<file path="src/rtl/stp_pkg.sv">
package stp_pkg;
  localparam int ADDR_W  = 3;
  localparam int DATA_W  = 16;
  localparam int LVL_W   = 3;
  localparam int LVL_MAX = 4;

  localparam logic [ADDR_W-1:0] A_CAR_CTL  = 3'd0;
  localparam logic [ADDR_W-1:0] A_CAR_PER  = 3'd1;
  localparam logic [ADDR_W-1:0] A_CAR_CNT  = 3'd2;
  localparam logic [ADDR_W-1:0] A_FEED_CTL = 3'd4;
  localparam logic [ADDR_W-1:0] A_FEED_PER = 3'd5;
  localparam logic [ADDR_W-1:0] A_FEED_CNT = 3'd6;

  typedef logic [1:0] idx_t;
  typedef logic [3:0] phase_t;

  // Phase word bit order {/B,/A,B,A}
  function automatic phase_t phase_decode(idx_t idx, logic single);
    logic [7:0] dbl;
    dbl = {4'b0011, 4'b0011} << idx;
    if (single) return phase_t'(4'b0001 << idx);
    return dbl[7:4];
  endfunction
endpackage

</file>
<file path="src/rtl/stp_tick_gen.sv">
module stp_tick_gen #(
  parameter int DIV = 2
) (
  input  logic clk,
  input  logic rst_n,
  output logic tick
);
  localparam int CW = (DIV > 1) ? $clog2(DIV) : 1;
  localparam logic [CW-1:0] LAST = CW'(DIV - 1);

  logic [CW-1:0] cnt_q, cnt_d;

  assign tick = (cnt_q == LAST);

  always_comb begin
    cnt_d = tick ? '0 : cnt_q + 1'b1;
  end

  always_ff @(posedge clk or negedge rst_n) begin
    if (!rst_n) cnt_q <= '0;
    else        cnt_q <= cnt_d;
  end
endmodule

</file>
<file path="src/rtl/stp_step_timer.sv">
module stp_step_timer #(
  parameter int PER_W = 16,
  parameter int CNT_W = 16
) (
  input  logic             clk,
  input  logic             rst_n,
  input  logic             tick,
  input  logic             en,
  input  logic             per_we,
  input  logic             cnt_we,
  input  logic [PER_W-1:0] per_wdata,
  input  logic [CNT_W-1:0] cnt_wdata,
  output logic             step,
  output logic             done
);
  logic [PER_W-1:0] per_q, per_d;
  logic [PER_W-1:0] tmr_q, tmr_d;
  logic [CNT_W-1:0] cnt_q, cnt_d;
  logic             done_q, done_d;
  logic [PER_W-1:0] limit;
  logic             run;

  assign limit = (per_q == '0) ? '0 : per_q - 1'b1;
  assign run   = en && (cnt_q != '0);
  assign step  = run && tick && (tmr_q >= limit);
  assign done  = done_q;

  always_comb begin
    per_d  = per_we ? per_wdata : per_q;
    tmr_d  = tmr_q;
    cnt_d  = cnt_q;
    done_d = done_q;
    if (cnt_we) begin
      cnt_d  = cnt_wdata;
      tmr_d  = '0;
      done_d = 1'b0;
    end else if (step) begin
      cnt_d  = cnt_q - 1'b1;
      tmr_d  = '0;
      done_d = (cnt_q == CNT_W'(1));
    end else if (run && tick) begin
      tmr_d  = tmr_q + 1'b1;
    end
  end

  always_ff @(posedge clk or negedge rst_n) begin
    if (!rst_n) begin
      per_q  <= '0;
      tmr_q  <= '0;
      cnt_q  <= '0;
      done_q <= 1'b0;
    end else begin
      per_q  <= per_d;
      tmr_q  <= tmr_d;
      cnt_q  <= cnt_d;
      done_q <= done_d;
    end
  end
endmodule

</file>
<file path="src/rtl/stp_phase_seq.sv">
module stp_phase_seq
  import stp_pkg::*;
#(
  parameter bit SUPPORT_SINGLE = 1'b1
) (
  input  logic   clk,
  input  logic   rst_n,
  input  logic   ctl_we,
  input  logic   ctl_en,
  input  logic   ctl_dir,
  input  logic   ctl_single,
  input  logic   step,
  output logic   en,
  output phase_t phase
);
  logic en_q, en_d;
  logic dir_q, dir_d;
  idx_t idx_q, idx_d;
  logic single_act;

  always_comb begin
    en_d  = ctl_we ? ctl_en  : en_q;
    dir_d = ctl_we ? ctl_dir : dir_q;
    idx_d = idx_q;
    if (step) idx_d = dir_q ? idx_q - 1'b1 : idx_q + 1'b1;
  end

  always_ff @(posedge clk or negedge rst_n) begin
    if (!rst_n) begin
      en_q  <= 1'b0;
      dir_q <= 1'b0;
      idx_q <= '0;
    end else begin
      en_q  <= en_d;
      dir_q <= dir_d;
      idx_q <= idx_d;
    end
  end

  generate
    if (SUPPORT_SINGLE) begin : g_dual_mode
      logic pend_q, pend_d, act_q, act_d;
      always_comb begin
        pend_d = ctl_we ? ctl_single : pend_q;
        act_d  = step ? pend_q : act_q;
      end
      always_ff @(posedge clk or negedge rst_n) begin
        if (!rst_n) begin
          pend_q <= 1'b0;
          act_q  <= 1'b0;
        end else begin
          pend_q <= pend_d;
          act_q  <= act_d;
        end
      end
      assign single_act = act_q;
    end else begin : g_two_only
      logic unused_single;
      assign unused_single = ctl_single;
      assign single_act    = 1'b0;
    end
  endgenerate

  assign en    = en_q;
  assign phase = en_q ? phase_decode(idx_q, single_act) : '0;
endmodule

</file>
<file path="src/rtl/stp_level_latch.sv">
module stp_level_latch
  import stp_pkg::*;
(
  input  logic             clk,
  input  logic             rst_n,
  input  logic             lvl_we,
  input  logic [LVL_W-1:0] lvl_wdata,
  input  logic             step,
  output logic [LVL_W-1:0] level
);
  logic [LVL_W-1:0] pend_q, pend_d, act_q, act_d;
  logic [LVL_W-1:0] clamped;

  assign clamped = (lvl_wdata > LVL_W'(LVL_MAX)) ? LVL_W'(LVL_MAX) : lvl_wdata;

  always_comb begin
    pend_d = lvl_we ? clamped : pend_q;
    act_d  = step ? pend_q : act_q;
  end

  always_ff @(posedge clk or negedge rst_n) begin
    if (!rst_n) begin
      pend_q <= '0;
      act_q  <= '0;
    end else begin
      pend_q <= pend_d;
      act_q  <= act_d;
    end
  end

  assign level = act_q;
endmodule

</file>
<file path="src/rtl/dual_stepper_seq.sv">
module dual_stepper_seq
  import stp_pkg::*;
#(
  parameter int CLK_PER_TICK = 2
) (
  input  logic              clk,
  input  logic              rst_n,
  input  logic              wr_en,
  input  logic [ADDR_W-1:0] wr_addr,
  input  logic [DATA_W-1:0] wr_data,
  output logic [3:0]        car_phase,
  output logic [LVL_W-1:0]  car_ilevel,
  output logic              car_done,
  output logic [3:0]        feed_phase,
  output logic              feed_done
);
  logic [1:0] rsync_q;
  logic       rst_int_n;
  logic       tick;
  logic       car_en, feed_en;
  logic       car_step, feed_step;
  logic       car_ctl_we, car_per_we, car_cnt_we;
  logic       feed_ctl_we, feed_per_we, feed_cnt_we;

  always_ff @(posedge clk or negedge rst_n) begin
    if (!rst_n) rsync_q <= 2'b00;
    else        rsync_q <= {rsync_q[0], 1'b1};
  end
  assign rst_int_n = rsync_q[1];

  assign car_ctl_we  = wr_en && (wr_addr == A_CAR_CTL);
  assign car_per_we  = wr_en && (wr_addr == A_CAR_PER);
  assign car_cnt_we  = wr_en && (wr_addr == A_CAR_CNT);
  assign feed_ctl_we = wr_en && (wr_addr == A_FEED_CTL);
  assign feed_per_we = wr_en && (wr_addr == A_FEED_PER);
  assign feed_cnt_we = wr_en && (wr_addr == A_FEED_CNT);

  stp_tick_gen #(.DIV(CLK_PER_TICK)) u_tick (
    .clk(clk), .rst_n(rst_int_n), .tick(tick)
  );

  stp_step_timer #(.PER_W(DATA_W), .CNT_W(DATA_W)) u_car_tmr (
    .clk(clk), .rst_n(rst_int_n), .tick(tick), .en(car_en),
    .per_we(car_per_we), .cnt_we(car_cnt_we),
    .per_wdata(wr_data), .cnt_wdata(wr_data),
    .step(car_step), .done(car_done)
  );

  stp_phase_seq #(.SUPPORT_SINGLE(1'b1)) u_car_seq (
    .clk(clk), .rst_n(rst_int_n), .ctl_we(car_ctl_we),
    .ctl_en(wr_data[0]), .ctl_dir(wr_data[1]), .ctl_single(wr_data[2]),
    .step(car_step), .en(car_en), .phase(car_phase)
  );

  stp_level_latch u_car_lvl (
    .clk(clk), .rst_n(rst_int_n), .lvl_we(car_ctl_we),
    .lvl_wdata(wr_data[6:4]), .step(car_step), .level(car_ilevel)
  );

  stp_step_timer #(.PER_W(DATA_W), .CNT_W(DATA_W)) u_feed_tmr (
    .clk(clk), .rst_n(rst_int_n), .tick(tick), .en(feed_en),
    .per_we(feed_per_we), .cnt_we(feed_cnt_we),
    .per_wdata(wr_data), .cnt_wdata(wr_data),
    .step(feed_step), .done(feed_done)
  );

  stp_phase_seq #(.SUPPORT_SINGLE(1'b0)) u_feed_seq (
    .clk(clk), .rst_n(rst_int_n), .ctl_we(feed_ctl_we),
    .ctl_en(wr_data[0]), .ctl_dir(wr_data[1]), .ctl_single(wr_data[2]),
    .step(feed_step), .en(feed_en), .phase(feed_phase)
  );
endmodule

</file>
<file path="config.mk">
export PLATFORM = sky130hd
export DESIGN_NAME = dual_stepper_seq
export DESIGN_NICKNAME = d
export VERILOG_FILES = /design/src/rtl/stp_pkg.sv /design/src/rtl/stp_tick_gen.sv /design/src/rtl/stp_step_timer.sv /design/src/rtl/stp_phase_seq.sv /design/src/rtl/stp_level_latch.sv /design/src/rtl/dual_stepper_seq.sv
export SDC_FILE = /design/constraint.sdc
export NUM_CORES = 1
export LEC_CHECK = 0
export BUFFER_PORTS_ARGS = -buffer_cell sky130_fd_sc_hd__buf_2
export CELL_PAD_IN_SITES_DETAIL_PLACEMENT = 0
export CELL_PAD_IN_SITES_GLOBAL_PLACEMENT = 2
export CORE_MARGIN = 2
export CORE_UTILIZATION = 40
export DETAILED_ROUTE_END_ITERATION = 16
export PLACE_DENSITY = 0.85
export SLEW_MARGIN = 0
export SYNTH_ARGS = -nofsm -noshare
export SYNTH_HDL_FRONTEND = slang
export SYNTH_SLANG_ARGS = --single-unit
</file>
<file path="constraint.sdc">
create_clock -name clk -period 4.6 [get_ports clk]
set_input_delay 0.23 -clock clk [delete_from_list [all_inputs] [get_ports clk]]
set_output_delay 0.23 -clock clk [all_outputs]
set_load 0.005 [all_outputs]
</file>
==> run metrics, run 1 <==
routability cong.=0.8080; async set-reset flop share out of synthesis=1.000; commonest cells after routing, fill and taps aside=dfrtp_1 (116), nand2_1 (111), nor2_1 (70); DRT antenna net count=0; RSZ-0062 raised after global routing=false; layout cells sized above 1=0.1511; crit path kind=reg -> reg; clock buffer depth=2; P_int=2.464 mW; compound-gate portion of the synthesized area=0.08739; vias=5679; dpl ws=roughly 0.56 ns; arrival time worst endpoint=between 4 and 5 ns; Power Total=approximately 3.6 mW; mux cell area share after synthesis=0.05879; PortBufs=34; CP Launch Type=register; DR iter-0 viols=347; largest family of logic cells by synthesized area=simple AND/OR/NAND/NOR gates; FP Rows=48; DP HPWL=12.46 mm; status=completed; max_slew headroom=0.1772; Worst-Margin Slew=1.229 ns; Core Box Area=17240 um^2; area of the mapped netlist=7044 um^2; total grt overflow=0; # DRC=0; Max IR drop VDD=approximately 270 uV; Post-synth EDFFs=0; Pleak=3.548 nW; Max Clock Skew=0.009557 ns; gr usage total=0.1991; later-pin clock latency in the skew report=0.41 ns; Worst Setup End Kind=register; routed vias/inst=5.466; sequential share of the synthesized area=0.4156; first-pass GRT wire length=28.66 mm; fmax=248.6 MHz; initial antenna violation count=0; fin nets=869; number of global-route vias before repair=5675; Num Clock Sinks=between 100 and 150; Final Hold Fails=0; largest net degree at the start of global routing=77; final WL=17.40 mm; wire length per cell=~17 um; Max Cap Viol=0; Starting Density=0.4087; DIE HEIGHT=136.7 um; reg2reg setup slack=0.58 ns; Tcrit/Tclk final=0.8746; Worst Path Required=4.94 ns; Seq pwr share=0.415; xor and xnor area share after synthesis=0.09201; H-tree depth=4; max incr delay on CP=0.59 ns; Clock Power Share=0.368; net load switching power=1.130 mW; crit path cell chain=or4_1 -> nor4_1 -> nand2b_1 -> nor2_1 -> nand2_1 -> nand2_1 -> ha_1 -> nand4_1 -> nor4_1 -> a22oi_1 -> a21oi_2 -> buf_4 -> nand3b_1 -> xor2_1 -> a21oi_1; power density over the cells=roughly 440 nW/um^2; count of different cell masters after synthesis=51; prevailing post-synth register cell=dfrtp_1; Die Span X=~140 um; Final setup viols=0; simple-gate share of the synthesized area=0.2394; Setup WS post-layout=0.5768 ns; Final Critical Period=between 4 and 5 ns; Adder-Cell Fraction of Synth Area=0.08171; Net Count, Synth=827; Worst-path clk slew=0.06 ns; crit path from=u_car_tmr.per_q[8]$_DFFE_PN0P_; synthesized area per cell=just over 9 um^2; CTS buffer count=17; Slew Limit Fails=0; Logic pwr share=0.216; # IOs=35; post-synthesis sequential element count=117; die area=18690 um^2; TritonCTS clock tree=done; most common cell after layout, fill and taps aside=dfrtp_1; slowest stage cell, crit path=or4_1; YS warnings=0; reg2reg end=u_car_tmr.cnt_q[15]$_DFFE_PN0P_; Sw Share=0.3143; Root Driver=clkbuf_16; crit-path max FO=14; final setup TNS=0 ns; Area growth syn-to-layout=14.85%; Reg2Reg Depth=15; router iterations before antenna repair=5; worst r2r src=u_car_tmr.per_q[8]$_DFFE_PN0P_; Synth Instances=759; # diodes=0; Worst Hold Class=in -> async
critical path, delay by kind of cell, from the launching register on:
family / cells / cell delay, ns
compound gates: 3 / 0.80
buf+inv: 1 / 0.29
fa+ha+maj: 1 / 0.15
flops: 1 / 0.41
simple gates: 9 / 2.12
xor+xnor: 1 / 0.15
flip-flops by register name, indices dropped and copies added (netlist names):
signal,flops
u_feed_seq.idx_q,2
u_tick.tick,1
u_feed_tmr.per_q,16
u_car_tmr.tmr_q,16
u_car_tmr.per_q,16
rsync_q,2
u_car_tmr.done,1
u_feed_seq.en,1
u_car_seq.en,1
u_car_lvl.pend_q,3
u_car_lvl.level,3
u_car_tmr.cnt_q,16
u_car_seq.dir_q,1
u_feed_tmr.done,1
u_car_seq.idx_q,2
u_car_seq.g_dual_mode.act_q,1
u_feed_seq.dir_q,1
u_feed_tmr.tmr_q,16
u_feed_tmr.cnt_q,16
u_car_seq.g_dual_mode.pend_q,1
kinds of logic after synthesis:
kind of cell,count (synthesis)
AO/OA/AOI/OAI,105
XOR/XNOR,74
adder cells (fa/ha/maj),46
buffers and inverters,42
flip-flops,117
multiplexers,37
other,1
AND/OR/NAND/NOR,337
worst max path at each step:
stage,to,slack (ns),cells after the start
after floorplan,u_car_lvl.level[0]$_DFFE_PN0P_,1.10,0
final,u_car_tmr.cnt_q[15]$_DFFE_PN0P_,0.58,15
after detailed placement,u_car_tmr.tmr_q[13]$_DFFE_PN0P_,0.56,14
after global routing,u_car_tmr.cnt_q[15]$_DFFE_PN0P_,0.14,15
after global placement,u_car_tmr.cnt_q[15]$_DFFE_PN0P_,0.72,14
after CTS,u_car_tmr.tmr_q[11]$_DFFE_PN0P_,0.53,14
repair_timing:
action                                  in CTS  in global routing
hold endpoints to repair                     2                  0
hold buffers                                 1                  0
setup buffers                                0                  0
endpoints found under the setup margin       0                  1
gates resized for setup                      0                  1
power by group through the flow:
| stage | clock network [mW] | registers [mW] | logic, mW |
|---|---|---|---|
| 2_1_floorplan | 0 | 1.44 | 0.578 |
| 3_3_place_gp | 0 | 1.50 | 0.759 |
| 3_5_place_dp | 0 | 1.51 | 0.782 |
| 4_1_cts | 1.35 | 1.49 | 0.788 |
| 5_1_grt | 1.40 | 1.53 | 0.906 |
| 6_report | 1.32 | 1.49 | 0.778 |
area by class of cell:
type	count	area, um^2
Fill cell	1654	9146
Multi-Input combinational cell	600	3954
Sequential cell	117	2932
Clock buffer	24	491.7
Tap cell	225	281.5
Timing Repair Buffer	46	262.8
Clock inverter	8	97.59
Inverter	19	71.32
metrics by stage:
stage / std cells / util / cell area, um^2 / hold slack, ns
3_3_place_gp: 1006 / 0.4345 / 7488 / 0.01363
4_1_cts: 1039 / 0.4692 / 8088 / 0.09868
2_1_floorplan: 759 / - / 7044 / -0.06559
6_report: 1039 / 0.4694 / 8090 / 0.1184
3_5_place_dp: 1006 / 0.4345 / 7488 / 0.01537
5_1_grt: 1039 / 0.4694 / 8090 / 0.1112
layer usage:
metal | GRT usage | vias up | part of all wire
li1 | - | 2760 | -
met4 | 0.05903 | 0 | 0.015
met2 | 0.3150 | 118 | 0.46
met3 | 0.03704 | 20 | 0.046
met1 | 0.2778 | 2781 | 0.48
met5 | 0 | - | 0
synthesized netlist by cell type (all sizes together), types with 2 or more instances:
master	count	share of area
a21boi	2	0.0021
a21oi	39	0.028
a31oi	2	0.0018
and2	6	0.0053
and3	11	0.0098
and4	3	0.0037
buf	2	0.0032
clkbuf	21	0.011
dfrtp	117	0.42
ha	46	0.082
inv	19	0.010
mux2	35	0.056
mux2i	2	0.0028
nand2	111	0.059
nand2b	11	0.0098
nand3	30	0.021
nand3b	13	0.014
nand4	17	0.015
nand4b	5	0.0062
nor2	72	0.038
nor2b	5	0.0044
nor3	14	0.0099
nor3b	6	0.0064
nor4	17	0.015
nor4b	2	0.0046
o211ai	3	0.0032
o21ai	44	0.031
o311ai	2	0.0050
o41ai	6	0.0075
or2	4	0.0036
or4	5	0.0064
xnor2	21	0.026
xor2	53	0.066
Note: power is estimated with default switching activity, not from simulation.
==> run 2: changes to the inputs <==
PLACE_DENSITY = 0.84   (was 0.85)
SYNTH_HIERARCHICAL = 1   (was unset)
==> run 2 against run 1 <==
First-iteration DRC count down 12%. Largest power group unchanged. Largest cell class unchanged. Routed wire length up 3.9%. Worst hold slack better by 0.013 ns. Synthesized cell count up 0.40%. Via count up 0.97%. Die area up 2.6%. Fmax down 7.7%. Global-route usage down 0.16 points.
==> run metrics, run 2 <==
# IOs=35; initial antenna violation count=0; Pleak=3.583 nW; Synth Instances=762; router iterations before antenna repair=5; Net Count, Synth=between 800 and 900; power density over the cells=416.6 nW/um^2; CTS buffer count=17; top cell type's share of synthesized area=0.4048; H-tree depth=4; Max Cap Viol=0; Reg2Reg Depth=12; count of different cell masters after synthesis=64; area of the mapped netlist=7232 um^2; sequential share of the synthesized area=0.4048; later-pin clock latency in the skew report=just over 0.4 ns; routability cong.=slightly above 0.8; dominant cells by area after synthesis=dfrtp_1 (40%), ha_1 (8.0%), mux2_2 (5.9%); Max IR drop VDD=288.0 uV; most common cell after layout, fill and taps aside=dfrtp_1; DRT antenna net count=0; Filler cells=1665; largest net degree at the start of global routing=85; total grt overflow=0; Setup WS post-layout=0.2390 ns; routed vias/inst=between 5 and 6; YS warnings=6; Worst Hold Class=in -> async; worst r2r src=u_car_tmr/per_q[8]$_DFFE_PN0P_; Post-synth EDFFs=0; FP Rows=49; post-synthesis sequential element count=117; Power Total=3.436 mW; Core Box Area=17840 um^2; vias=5734; clock buffer depth=2; commonest cells after routing, fill and taps aside=dfrtp_1 (116), nand2_1 (87), nor2_1 (71); status=completed; CP Launch Type=register; Worst Path Required=roughly 4.9 ns; arrival time worst endpoint=4.68 ns; prevailing post-synth register cell=dfrtp_1; reg2reg end=u_car_tmr/cnt_q[14]$_DFFE_PN0P_; dpl ws=0.1103 ns; max_slew headroom=0.2364; sequential cell area=2932 um^2; final WL=18.07 mm; # diodes=0; async set-reset flop share out of synthesis=1.000; DR iter-0 viols=304; Root Driver=clkbuf_16; Num Clock Sinks=117; Final Hold Fails=0; area leader, netlist=dfrtp_1; Slew Limit Fails=0; first-pass GRT wire length=30.16 mm; fmax=229.3 MHz; Starting Density=0.4054; DIE HEIGHT=138.5 um; Area growth syn-to-layout=14.07%; wire length per cell=17.40 um; TritonCTS clock tree=done; crit path kind=reg -> reg; # DRC=0; reg2reg setup slack=0.24 ns; most frequent cells after synthesis=dfrtp_1 (117), nand2_1 (88), nor2_1 (71), ha_1 (46), mux2_2 (38); Final setup viols=0; number of global-route vias before repair=~5800; die area=19170 um^2; Finished Core Util=0.4624; area of the multi-input gates=4094 um^2; Worst-path clk slew=0.06 ns; PortBufs=34; Max Clock Skew=0.009341 ns; fin nets=865; Die Span X=138.5 um; Tcrit/Tclk final=0.9480; Worst Setup End Kind=register; Final Critical Period=about 4.4 ns; layout cells sized above 1=0.1691; synthesized area per cell=approximately 9.5 um^2; DP HPWL=12.87 mm; cell with the most instances after synthesis=dfrtp_1; gr usage total=0.1975; crit-path max FO=32; Worst-Margin Slew=about 1.1 ns
[run 2: worst max-delay path by stage]
stage                                   start                               to  slack, ns  depth (start not counted)
5_1_grt        u_car_tmr/per_q[8]$_DFFE_PN0P_  u_car_tmr/cnt_q[14]$_DFFE_PN0P_     -0.002                         12
2_1_floorplan  u_car_tmr/per_q[8]$_DFFE_PN0P_   u_car_lvl/level[0]$_DFFE_PN0P_       0.11                         15
3_3_place_gp   u_car_tmr/per_q[8]$_DFFE_PN0P_  u_car_tmr/cnt_q[13]$_DFFE_PN0P_       0.24                         12
4_1_cts        u_car_tmr/per_q[8]$_DFFE_PN0P_  u_car_tmr/cnt_q[14]$_DFFE_PN0P_       0.09                         12
3_5_place_dp   u_car_tmr/per_q[8]$_DFFE_PN0P_  u_car_tmr/cnt_q[14]$_DFFE_PN0P_       0.11                         12
6_report       u_car_tmr/per_q[8]$_DFFE_PN0P_  u_car_tmr/cnt_q[14]$_DFFE_PN0P_       0.24                         12
[run 2: cells by family (layout without fill, tap and decap cells)]
logic type	count (synthesis)	count (layout)	share of synthesized area
AND/OR/NAND/NOR	318	318	0.2305
other	1	1	0.0005185
flip-flops	117	117	0.4048
buffers and inverters	54	102	0.03218
AO/OA/AOI/OAI	119	119	0.1078
adder cells (fa/ha/maj)	46	46	0.07958
multiplexers	45	45	0.06955
XOR/XNOR	62	62	0.07509
[run 2: final cells by class]
cell class / count / area share
clock buffers: 21 / 0.05703
repair buffers: 43 / 0.02912
flip-flops and latches: 117 / 0.3554
clock inverters: 11 / 0.01517
well taps: 229 / 0.03473
multi-input cells: 591 / 0.4963
inverters: 27 / 0.01229
[run 2: repair_timing]
item / CTS / global route
endpoints found under the setup margin: 0 / 32
hold buffers: 1 / 0
setup buffers: 0 / 0
gates resized for setup: 0 / 4
endpoints found under the hold margin: 2 / 0
[run 2: critical path: stages (launching register included)]
cell and delay, ns:
dfrtp_1 0.42, or4_1 0.58, or3_1 0.44, nor4_4 0.25, nand3_1 0.14, mux2i_1 0.16
ha_1 0.31, nand4_2 0.15, a2111oi_2 0.29, or4b_1 0.49, and4_4 0.32, or4_1 0.52
a31oi_1 0.18
[run 2: layer usage]
metal / global-route usage / wire [um] / part of all wire / vias up
li1: - / - / - / 2812
met3: 0.04538 / 604 / 0.033 / 12
met4: 0.04672 / 187 / 0.010 / 0
met2: 0.3356 / 8774 / 0.49 / 89
met1: 0.2569 / 8508 / 0.47 / 2821
met5: 0 / 0 / 0 / -
[run 2: per-stage QoR]
stage	hold WS [ns]	setup TNS [ns]	instances	cell area, um^2
floorplan	-0.06559	0	762	7232
global placement	0.01423	0	1006	7621
detailed placement	0.01776	0	1006	7621
CTS	0.1092	0	1039	8227
global route	0.1082	-0.002436	1039	8249
finish	0.1317	0	1039	8249
[run 2: power by group]
group	switching, mW	internal, mW	total, mW
sequential	0.228	1.20	1.43
clock	0.482	0.840	1.32
combinational	0.356	0.328	0.684
total	1.07	2.37	3.44
==> run 3: changes to the inputs <==
REMOVE_ABC_BUFFERS = 1   (was unset)
==> run 3 against run 2 <==
Die area is the same. Sequential power is essentially flat. Clock power grew 11%. Routed wire length grew 5.7%. Worst hold slack lost 0.0051 ns. Sequential share of layout area shrank 0.17 points. Global-route usage is essentially flat. Sequential cell count is the same. Non-clock buffer count is the same. Utilization grew 0.22 points. Largest cell class unchanged. Cell count is essentially flat. Worst setup slack lost 0.023 ns.
==> run metrics, run 3 (synthesis gave the netlist of run 2 again) <==
Cells after DPL=just over 1000; vias=5850; final non-filler cell total=between 1000 and 1500; TritonCTS clock tree=done; commonest cells after routing, fill and taps aside=dfrtp_1 (116), nand2_1 (87), nor2_1 (71); Worst Setup End Kind=register; wire length on met2=9.522 mm; final WL=between 15 and 20 mm; Worst Hold Class=in -> async; # DRC=0; max_slew headroom=0.2584; PortBufs=34; Worst Path Required=a little under 5 ns; DP HPWL=roughly 13 mm; Max Cap Viol=0; FP Rows=49; final setup TNS=0 ns; gr usage total=0.1979; Die Span X=138.5 um; CP most frequent cell=or4b_1; Tcrit/Tclk final=0.9530; WP depth=12; Starting Density=0.4054; reg2reg end=u_car_tmr/cnt_q[10]$_DFFE_PN0P_; Max Clock Skew=about 0.0095 ns; Max IR drop VDD=265.2 uV; CP Launch Type=register; initial antenna violation count=1; status=completed; max incr delay on CP=0.57 ns; CTS buffer count=17; Buf/Inv on CP=0; DRT antenna net count=0; Setup WS post-layout=~0.22 ns; H-tree depth=4; Worst-path clk slew=0.06 ns; reg2reg setup slack=0.22 ns; slowest stage cell, crit path=or4_1; Reg2Reg Depth=12; met1 WL=approximately 8.5 mm; layout cells sized above 1=0.1679; fin nets=865; Slew Limit Fails=0; routability cong.=0.8316; Final setup viols=0; wire length per cell=approximately 18 um; Pleak=3.621 nW; arrival time worst endpoint=4.66 ns; largest net degree at the start of global routing=82; fmax=228.1 MHz; Root Driver=clkbuf_16; Worst-Margin Slew=approximately 1.1 ns; number of global-route vias before repair=5706; later-pin clock latency in the skew report=around 0.4 ns; routed vias/inst=about 5.6; RSZ-0062 raised after global routing=false; crit-path max FO=32; DR iter-0 viols=326; most common cell after layout, fill and taps aside=dfrtp_1; Final Hold Fails=0; power density over the cells=~430 nW/um^2; Top Metal Used=met4; CP top delay family=simple AND/OR/NAND/NOR gates; DIE HEIGHT=138.5 um; Post-CTS Setup Bufs=0; crit path kind=reg -> reg; metal3 WL=558 um; Core Box Area=17840 um^2; Final Critical Period=roughly 4.4 ns; # IOs=35; Num Clock Sinks=117; clock buffer depth=2; router iterations before antenna repair=5; Area growth syn-to-layout=14.62%; worst r2r src=u_car_tmr/per_q[8]$_DFFE_PN0P_; total grt overflow=0; dpl ws=0.1446 ns; crit path cell chain=or4_1 -> or3_1 -> nor4_2 -> nand3_1 -> mux2i_1 -> ha_1 -> nand4_2 -> a2111oi_2 -> or4b_1 -> and4_4 -> or4b_1 -> o311ai_0; die area=19170 um^2; first-pass GRT wire length=29.99 mm
run 3: report_power, final:
group | switching [mW] | internal, mW
clock | 0.489 | 0.974
sequential | 0.230 | 1.20
combinational | 0.365 | 0.329
total | 1.08 | 2.50
run 3: per-stage QoR:
| step | total power, mW | util | hold WS, ns | cell area, um^2 |
|---|---|---|---|---|
| after floorplan | 1.888 | - | -0.06559 | 7101 |
| after global placement | 2.108 | 0.4272 | 0.01572 | 7621 |
| after detailed placement | 2.136 | 0.4272 | 0.01848 | 7621 |
| after CTS | 3.613 | 0.4640 | 0.1114 | 8278 |
| after global routing | 3.781 | 0.4645 | 0.1273 | 8287 |
| final | 3.589 | 0.4646 | 0.1267 | 8289 |
run 3: timing repair:
action	in CTS	in global routing
hold endpoints to repair	2	0
gates resized for setup	0	2
hold buffers	1	0
endpoints found under the setup margin	0	31
run 3: metal layers:
layer | global-route usage | up-vias
li1 | - | 2821
met1 | 0.2477 | 2896
met2 | 0.3392 | 105
met3 | 0.03464 | 28
met4 | 0.08163 | 0
met5 | 0 | -
run 3: layout make-up:
type                    instances  area [um^2]
inverters                      27        101.3
fillers                      1704         9552
well taps                     229        286.5
repair buffers                 43        240.2
multi-input cells             591         4080
clock buffers                  19        442.9
diodes                          1        2.502
clock inverters                13        203.9
flip-flops and latches        117         2932
run 3: worst max-delay path by stage:
stage                                       to  slack [ns]                            start
2_1_floorplan  u_car_tmr/tmr_q[10]$_DFFE_PN0P_        0.20   u_car_tmr/per_q[8]$_DFFE_PN0P_
3_3_place_gp   u_car_tmr/cnt_q[13]$_DFFE_PN0P_        0.27   u_car_tmr/per_q[8]$_DFFE_PN0P_
3_5_place_dp   u_car_tmr/cnt_q[10]$_DFFE_PN0P_        0.14   u_car_tmr/per_q[8]$_DFFE_PN0P_
4_1_cts        u_car_tmr/cnt_q[10]$_DFFE_PN0P_        0.12   u_car_tmr/per_q[8]$_DFFE_PN0P_
5_1_grt        u_feed_tmr/cnt_q[7]$_DFFE_PN0P_       0.002  u_feed_tmr/per_q[8]$_DFFE_PN0P_
6_report       u_car_tmr/cnt_q[10]$_DFFE_PN0P_        0.22   u_car_tmr/per_q[8]$_DFFE_PN0P_
